### src/rtl/tfm_pkg.sv
package tfm_pkg;

    // Pipeline depth from load strobe to output valid.
    localparam int PIPE_LAT = 4;

    typedef enum logic {
        XFORM_FWD = 1'b0,
        XFORM_INV = 1'b1
    } xform_e;

    typedef enum logic {
        ORD_NATURAL = 1'b0,
        ORD_MIRROR  = 1'b1
    } order_e;

    // Quarter index permutation: 1 and 2 trade places.
    function automatic logic [1:0] quarter_swap(input logic [1:0] q);
        logic [1:0] s;
        unique case (q)
            2'd1:    s = 2'd2;
            2'd2:    s = 2'd1;
            default: s = q;
        endcase
        return s;
    endfunction

endpackage

### src/rtl/tfm_addr_gen.sv
module tfm_addr_gen #(
    parameter int NPTS = 64
) (
    input  logic                     clk,
    input  logic                     rst,
    input  logic                     load_i,
    input  tfm_pkg::order_e          order_i,
    output logic [$clog2(NPTS)-1:0]  cnt_o,
    output logic [$clog2(NPTS)-1:0]  addr_o
);
    import tfm_pkg::*;

    localparam int LG   = $clog2(NPTS);
    localparam int QW   = LG - 2;
    localparam logic [LG-1:0] LAST = LG'(NPTS - 1);

    logic [LG-1:0] cnt_q;
    logic [LG-1:0] cnt_mir;
    logic [LG-1:0] c_eff;
    logic [1:0]    quarter;
    logic [QW-1:0] offset;

    always_ff @(posedge clk) begin
        if (rst) begin
            cnt_q <= '0;
        end else if (load_i) begin
            cnt_q <= (cnt_q == LAST) ? '0 : cnt_q + 1'b1;
        end
    end

    for (genvar b = 0; b < LG; b++) begin : g_mirror
        assign cnt_mir[b] = cnt_q[LG-1-b];
    end

    always_comb begin
        c_eff   = (order_i == ORD_MIRROR) ? cnt_mir : cnt_q;
        quarter = c_eff[LG-1 -: 2];
        offset  = c_eff[QW-1:0];
        addr_o  = LG'(quarter_swap(quarter)) * LG'(offset);
    end

    assign cnt_o = cnt_q;

endmodule

### src/rtl/tfm_rom.sv
module tfm_rom #(
    parameter int NPTS = 64,
    parameter int DW   = 16
) (
    input  logic [$clog2(NPTS)-1:0] addr_i,
    output logic signed [DW-1:0]    re_o,
    output logic signed [DW-1:0]    im_o
);
    localparam int LG   = $clog2(NPTS);
    localparam int FRAC = DW - 1;
    localparam int LIM  = (1 << FRAC) - 1;

    function automatic logic signed [DW-1:0] tw_val(input int k, input bit want_im);
        real ang;
        real v;
        int  r;
        ang = 2.0 * 3.14159265358979323846 * k / NPTS;
        v   = want_im ? -$sin(ang) : $cos(ang);
        r   = $rtoi($floor(v * (2.0 ** FRAC) + 0.5));
        if (r > LIM)  r = LIM;
        if (r < -LIM) r = -LIM;
        return DW'(r);
    endfunction

    logic signed [DW-1:0] re_tab [NPTS];
    logic signed [DW-1:0] im_tab [NPTS];

    for (genvar g = 0; g < NPTS; g++) begin : g_ent
        localparam logic signed [DW-1:0] RE_V = tw_val(g, 1'b0);
        localparam logic signed [DW-1:0] IM_V = tw_val(g, 1'b1);
        assign re_tab[g] = RE_V;
        assign im_tab[g] = IM_V;
    end

    assign re_o = re_tab[addr_i];
    assign im_o = im_tab[addr_i];

endmodule

### src/rtl/tfm_cmul3.sv
module tfm_cmul3 #(
    parameter int DW = 16
) (
    input  logic                 clk,
    input  logic                 rst,
    input  logic                 v_i,
    input  logic signed [DW-1:0] ar_i,
    input  logic signed [DW-1:0] ai_i,
    input  logic signed [DW-1:0] br_i,
    input  logic signed [DW-1:0] bi_i,
    output logic                 v_o,
    output logic signed [DW-1:0] pr_o,
    output logic signed [DW-1:0] pi_o
);
    localparam int SW   = DW + 1;
    localparam int PW   = 2 * DW + 1;
    localparam int AW   = 2 * DW + 2;
    localparam int FRAC = DW - 1;
    localparam int RND  = 1 << (FRAC - 1);
    localparam logic signed [AW-1:0] SAT_HI = AW'((1 << (DW - 1)) - 1);
    localparam logic signed [AW-1:0] SAT_LO = -SAT_HI - 1;

    // Stage A: pre-adders
    logic                 va_q;
    logic signed [DW-1:0] ar_q, br_q, bi_q;
    logic signed [SW-1:0] sb_q, sa_q, sd_q;
    // Stage B: three products
    logic                 vb_q;
    logic signed [PW-1:0] m1_q, m2_q, m3_q;
    // Combine
    logic signed [AW-1:0] acc_re, acc_im;

    function automatic logic signed [DW-1:0] round_sat(input logic signed [AW-1:0] x);
        logic signed [AW-1:0] t;
        t = (x + AW'(RND)) >>> FRAC;
        if (t > SAT_HI)      return SAT_HI[DW-1:0];
        else if (t < SAT_LO) return SAT_LO[DW-1:0];
        else                 return t[DW-1:0];
    endfunction

    always_ff @(posedge clk) begin
        if (rst) begin
            va_q <= 1'b0;
            ar_q <= '0;
            br_q <= '0;
            bi_q <= '0;
            sb_q <= '0;
            sa_q <= '0;
            sd_q <= '0;
        end else begin
            va_q <= v_i;
            ar_q <= ar_i;
            br_q <= br_i;
            bi_q <= bi_i;
            sb_q <= SW'(br_i) + SW'(bi_i);
            sa_q <= SW'(ar_i) + SW'(ai_i);
            sd_q <= SW'(ai_i) - SW'(ar_i);
        end
    end

    always_ff @(posedge clk) begin
        if (rst) begin
            vb_q <= 1'b0;
            m1_q <= '0;
            m2_q <= '0;
            m3_q <= '0;
        end else begin
            vb_q <= va_q;
            m1_q <= PW'(ar_q) * PW'(sb_q);
            m2_q <= PW'(bi_q) * PW'(sa_q);
            m3_q <= PW'(br_q) * PW'(sd_q);
        end
    end

    always_comb begin
        acc_re = AW'(m1_q) - AW'(m2_q);
        acc_im = AW'(m1_q) + AW'(m3_q);
    end

    always_ff @(posedge clk) begin
        if (rst) begin
            v_o  <= 1'b0;
            pr_o <= '0;
            pi_o <= '0;
        end else begin
            v_o  <= vb_q;
            pr_o <= round_sat(acc_re);
            pi_o <= round_sat(acc_im);
        end
    end

endmodule

### src/rtl/twiddle_mult.sv
module twiddle_mult #(
    parameter int NPTS = 64,
    parameter int DW   = 16
) (
    input  logic                 clk,
    input  logic                 rst,
    input  logic                 in_load,
    input  logic                 in_inverse,
    input  logic                 in_bitrev,
    input  logic signed [DW-1:0] in_re,
    input  logic signed [DW-1:0] in_im,
    output logic                 out_valid,
    output logic signed [DW-1:0] out_re,
    output logic signed [DW-1:0] out_im
);
    import tfm_pkg::*;

    localparam int LG = $clog2(NPTS);

    xform_e               xform;
    order_e               order;
    logic [LG-1:0]        frame_cnt;
    logic [LG-1:0]        tw_addr;
    logic signed [DW-1:0] tw_re, tw_im;

    logic                 v1_q;
    logic signed [DW-1:0] ar_q, ai_q, br_q, bi_q;

    assign xform = xform_e'(in_inverse);
    assign order = order_e'(in_bitrev);

    tfm_addr_gen #(.NPTS(NPTS)) u_addr (
        .clk     (clk),
        .rst     (rst),
        .load_i  (in_load),
        .order_i (order),
        .cnt_o   (frame_cnt),
        .addr_o  (tw_addr)
    );

    tfm_rom #(.NPTS(NPTS), .DW(DW)) u_rom (
        .addr_i (tw_addr),
        .re_o   (tw_re),
        .im_o   (tw_im)
    );

    // Capture stage: sample and (conjugated) twiddle side by side.
    always_ff @(posedge clk) begin
        if (rst) begin
            v1_q <= 1'b0;
            ar_q <= '0;
            ai_q <= '0;
            br_q <= '0;
            bi_q <= '0;
        end else begin
            v1_q <= in_load;
            ar_q <= in_re;
            ai_q <= in_im;
            br_q <= tw_re;
            bi_q <= (xform == XFORM_INV) ? -tw_im : tw_im;
        end
    end

    tfm_cmul3 #(.DW(DW)) u_mul (
        .clk  (clk),
        .rst  (rst),
        .v_i  (v1_q),
        .ar_i (ar_q),
        .ai_i (ai_q),
        .br_i (br_q),
        .bi_i (bi_q),
        .v_o  (out_valid),
        .pr_o (out_re),
        .pi_o (out_im)
    );

endmodule

### config.mk
export PLATFORM = sky130hd
export DESIGN_NAME = twiddle_mult
export DESIGN_NICKNAME = d
export VERILOG_FILES = /design/src/rtl/tfm_pkg.sv /design/src/rtl/tfm_addr_gen.sv /design/src/rtl/tfm_rom.sv /design/src/rtl/tfm_cmul3.sv /design/src/rtl/twiddle_mult.sv
export SDC_FILE = /design/constraint.sdc
export NUM_CORES = 2
export LEC_CHECK = 0
export BUFFER_PORTS_ARGS = -buffer_cell sky130_fd_sc_hd__buf_2
export CAP_MARGIN = 15
export CELL_PAD_IN_SITES_DETAIL_PLACEMENT = 0
export CELL_PAD_IN_SITES_GLOBAL_PLACEMENT = 2
export CORE_ASPECT_RATIO = 1.2
export CORE_UTILIZATION = 35
export CTS_CLUSTER_SIZE = 16
export DETAILED_ROUTE_END_ITERATION = 8
export PLACE_DENSITY = 0.78
export SKIP_LAST_GASP = 1
export SYNTH_ARGS = -nofsm -noshare
export SYNTH_HDL_FRONTEND = slang
export SYNTH_SLANG_ARGS = --single-unit
export TNS_END_PERCENT = 5
### constraint.sdc
create_clock -name clk -period 20.4 [get_ports clk]
set_input_delay 0 -clock clk [delete_from_list [all_inputs] [get_ports clk]]
set_output_delay 0 -clock clk [all_outputs]
set_load 0.03 [all_outputs]
==> out/results.txt <==
The flow ran to the end, and the final reports show no timing, DRC or antenna violations. The CTS sink count came out at 303. The tools report the final total negative setup slack as 0 ns. The logs give 36845 for the via count of the first global-routing pass and 3 for the maximum buffer depth of the clock tree. Cell at the slowest stage of the critical path: sky130_fd_sc_hd__dfxtp_1. The die boundary height is 400 µm, and the transition time at the pin with the least slew margin is 0.983 ns. Largest family of logic cells by synthesized area: adder cells. The kind of start point of the critical path is a register. Dividing the detail-routed via count by the number of cells gives 4.91. The final RePlAce weighted congestion was 0.877; the overall power after layout was 0.00289 W. The initial antenna violation count is 3, and the maximum cell stage delay along the critical path is 0.86 ns.

The half-perimeter wire length after detailed placement was 108000 µm; the setup fix buffers added after clock tree synthesis was 0. After layout, the minimum clock period comes to 7.42 ns. Counting flops with a built-in enable in the synthesized netlist gives 0. Data arrives at the worst endpoint at 7.85 ns. Maximum level of the CTS H-tree: 2. When the netlist entered floorplanning its net count stood at 6386. In this run the worst path has a maximum fanout of 17.

The number of slew-limit violations in the final report is 0, and the share of the synthesized netlist area taken by xor and xnor gates is 3.83%. The number of placed I/O pins was 70; the yosys synthesis warning count was 0. Total of buffers placed on input and output ports: 69.

The critical path is of the reg -> reg type. Fill cells in the final layout number 13258. Traced cell by cell, the critical path runs through nand2_1 -> fa_1 -> inv_1 -> fa_1 -> fa_1 -> fa_1 -> fa_1 -> inv_1 -> fa_1 -> inv_1 -> ha_1 -> and3_1 -> and2_1 -> a221o_1 -> a2111oi_0 -> nor2_1 -> o41ai_1 -> o21ai_0 -> xnor2_1 -> nor2_1. For the standard-cell row count, the log shows 145. Depth of the worst register-to-register path: 20. The run gives 0.62 ns as the clock network latency to the later pin of the worst-skew pair. The reported leakage power is 24.9 nW, and the number of distinct library cells after synthesis is 84. Synthesis produced 5070 cells. Global-route usage over all layers: 20.5%. The tools report the required time of the worst setup path as 20.83 ns.

In this run the tightest slew margin relative to its limit is 34.5%. Setup repair after global routing left no endpoint under its margin. Cell with the most instances after synthesis: sky130_fd_sc_hd__inv_1. Counting instances, the worst hold path has a depth of 3. At the end of the flow the core is filled with cells to 38.1%. From synthesis to final layout, the design area changed by 7.78%. Averaged over all synthesized cells, the footprint is 9.09 µm². The logs give 210000 µm for the wire length of the first global-routing pass and 13.2% for the sequential element share of the synthesized area. Counting flops with an async set or reset pin after synthesis yields a share of 0%. The vias after detailed routing is 33230, and the routed wire length is 131000 µm. The count of nets left with antenna violations once routing finished came out at 0.

Fraction of final layout cells sized beyond drive strength 1: 3.94%. Dividing total power by cell area gives a power density of 58.3 nW/µm². The tool flagged a number of max-cap violations equal to 0. The post-synthesis mux area share is 0.977%. Ranked by instance count, the synthesized netlist is headed by 990 x sky130_fd_sc_hd__inv_1, 834 x sky130_fd_sc_hd__fa_1, 482 x sky130_fd_sc_hd__nand2_1. After detailed placement, the design holds a cell count of 6656. TritonCTS built the clock tree.

The library cell used as clock root buffer was sky130_fd_sc_hd__clkbuf_16. The per-cell routed wire length is 19.4 µm. Prior to clock tree synthesis, the placed netlist has a worst setup slack of 13.00 ns.

Of the post-synthesis cell area, the dominant cell type holds 36.2%. The final hold violation count came out at 0. Setup violations remaining at the end of the flow were counted as 0. The total core area was 130000 µm². The most prevalent standard cell on the critical path was sky130_fd_sc_hd__fa_1. The final-stage net count came out at 6359. The worst setup path is captured at a register.

The tools report the worst setup margin as 12.98 ns. The initial DRC count is 1559, and the global route total overflow is 0. The run gives 0.0547 mV as the peak supply drop.

The die covers 133000 µm². The synthesized area was 46100 µm². The synthesized netlist devotes 7.80% of its cell area to compound gates. Excluding fillers, the count of instances in the completed layout stands at 6763. The number of diodes added for antenna fixing was 0. Of the total synthesized cell area, the portion taken by AND, OR, NAND and NOR gates is 16.2%.

For this configuration, the core starts out at a cell density of 35.3%. Among all flip-flop cells after synthesis, the most frequent one is sky130_fd_sc_hd__dfxtp_1. The largest total area in the synthesized netlist belongs to sky130_fd_sc_hd__fa_1. The maximum frequency from static timing analysis was 135 MHz. The first-pass iteration count of the detailed router was 5. The final critical path takes up 36.4% of the cycle. The number of register bits inferred by synthesis is 303. The die extent in x came out at 333 µm.

In the post-synthesis netlist, the biggest area contributors are sky130_fd_sc_hd__fa_1 36%, sky130_fd_sc_hd__dfxtp_1 13%, sky130_fd_sc_hd__ha_1 12%, sky130_fd_sc_hd__inv_1 8.1%, sky130_fd_sc_hd__and2_1 5.5%. Entering global routing, the biggest net connects 131 pins. The share of synthesized cell area in full adder, half adder and majority cells was 48.3%; the number of clock buffers inserted by TritonCTS was 40.

In this run, post-CTS repair resized a total of 0 instances. The tools report the post-route clock skew as 0.0513 ns. After clock tree synthesis, the clock-pin slew on the worst setup and hold paths is 0.06 ns.

After detailed routing, the number of remaining DRC violations is 0. The classification of the worst-slack hold path is in -> reg.
## metal layers
metal  GRT usage [%]  share of wire, %  routed length (µm)
met1            24.4                41               53300
met5               0                 0                   0
met2            38.2                52               68700
met4            8.13               4.3                5590
met3            1.47               2.6                3400
## cells in the final DEF, fill, tap and decap left out, types with 7 or more instances in the layout
cell / instances
sky130_fd_sc_hd__ha_1: 445
sky130_fd_sc_hd__a21o_1: 70
sky130_fd_sc_hd__dfxtp_1: 303
sky130_fd_sc_hd__o22ai_1: 22
sky130_fd_sc_hd__a21boi_0: 8
sky130_fd_sc_hd__a211o_1: 7
sky130_fd_sc_hd__xnor2_1: 122
sky130_fd_sc_hd__mux2i_1: 21
sky130_fd_sc_hd__o21a_1: 17
sky130_fd_sc_hd__or3_1: 10
sky130_fd_sc_hd__clkbuf_16: 40
sky130_fd_sc_hd__o31ai_1: 12
sky130_fd_sc_hd__o21ai_0: 121
sky130_fd_sc_hd__mux2_2: 7
sky130_fd_sc_hd__clkinv_2: 7
sky130_fd_sc_hd__a21oi_1: 148
sky130_fd_sc_hd__fa_1: 834
sky130_fd_sc_hd__nor2_1: 298
sky130_fd_sc_hd__nand2b_1: 35
sky130_fd_sc_hd__nor3_1: 59
sky130_fd_sc_hd__nand4_1: 9
sky130_fd_sc_hd__or2_2: 10
sky130_fd_sc_hd__dlygate4sd3_1: 35
sky130_fd_sc_hd__o211ai_1: 18
sky130_fd_sc_hd__buf_4: 17
sky130_fd_sc_hd__inv_1: 990
sky130_fd_sc_hd__a2111oi_0: 7
sky130_fd_sc_hd__o21bai_1: 17
sky130_fd_sc_hd__and3_1: 33
sky130_fd_sc_hd__and2_1: 402
sky130_fd_sc_hd__buf_2: 68
sky130_fd_sc_hd__nand3_1: 50
sky130_fd_sc_hd__a31oi_1: 17
sky130_fd_sc_hd__nand2_1: 482
sky130_fd_sc_hd__xor2_1: 71
sky130_fd_sc_hd__a211oi_1: 22
sky130_fd_sc_hd__nor2b_1: 98
## worst max-delay path, delay by kind of cell (launching register included)
kind                     cells  cell delay, ns
AO/OA/AOI/OAI                4            1.41
buffers and inverters        3            0.17
adder cells (fa/ha/maj)      7            3.73
XOR/XNOR                     1            0.17
flip-flops                   1            0.86
AND/OR/NAND/NOR              5            0.90
## cell families (layout without fill, tap and decap cells)
| group | count (synthesis) | count (layout) |
|---|---|---|
| compound gates | 556 | 556 |
| xor+xnor | 197 | 197 |
| fa+ha+maj | 1279 | 1279 |
| buf+inv | 1182 | 1185 |
| flops | 303 | 303 |
| mux | 35 | 35 |
| simple gates | 1518 | 1518 |
## power breakdown
group | internal [W] | switching (W)
combinational | 0.000550 | 0.000804
sequential | 0.000672 | 0.000107
clock | 0.000439 | 0.000322
total | 0.00166 | 0.00123
## stage by stage
step	area, µm²	hold slack (ns)
floorplan	46100	0.128
CTS	49700	0.113
global placement	47900	0.221
finish	49700	0.134
global route	49700	0.159
detailed placement	47900	0.217
## state kept, by name (all words and copies together), names as in the netlist, 17 cells and up
name / count
u_mul.sb_q: 17
u_mul.m1_q: 33
u_mul.m2_q: 33
u_mul.m3_q: 33
u_mul.sd_q: 17
## path summary, 6_finish.rpt
check | endpoint | slack [ns] | from
setup / recovery | u_mul.m3_q[32] | 12.98 | u_mul.br_q[4]
hold / removal | ai_q[1] | 0.13 | in_im[1]
setup reg to reg | u_mul.m3_q[32] | 12.98 | u_mul.br_q[4]
hold reg to reg | u_mul.va_q | 0.42 | v1_q
## final cells by class
class                      count  area, µm²  share of cell area [%]
sequential                   303       6070                    12.2
timing repair buffer         122        837                    1.69
inverter                     991       3720                    7.49
multi-input combinational   3585      35500                    71.6
tap                         1690       2110                    4.26
clock inverter                27        352                   0.708
clock buffer                  45       1040                    2.09
## what timing repair did
item                       CTS  global route
hold buffers                35             0
setup endpoints to repair    0             0
hold endpoints to repair    73             0
Note: power is estimated with default switching activity, not from simulation.
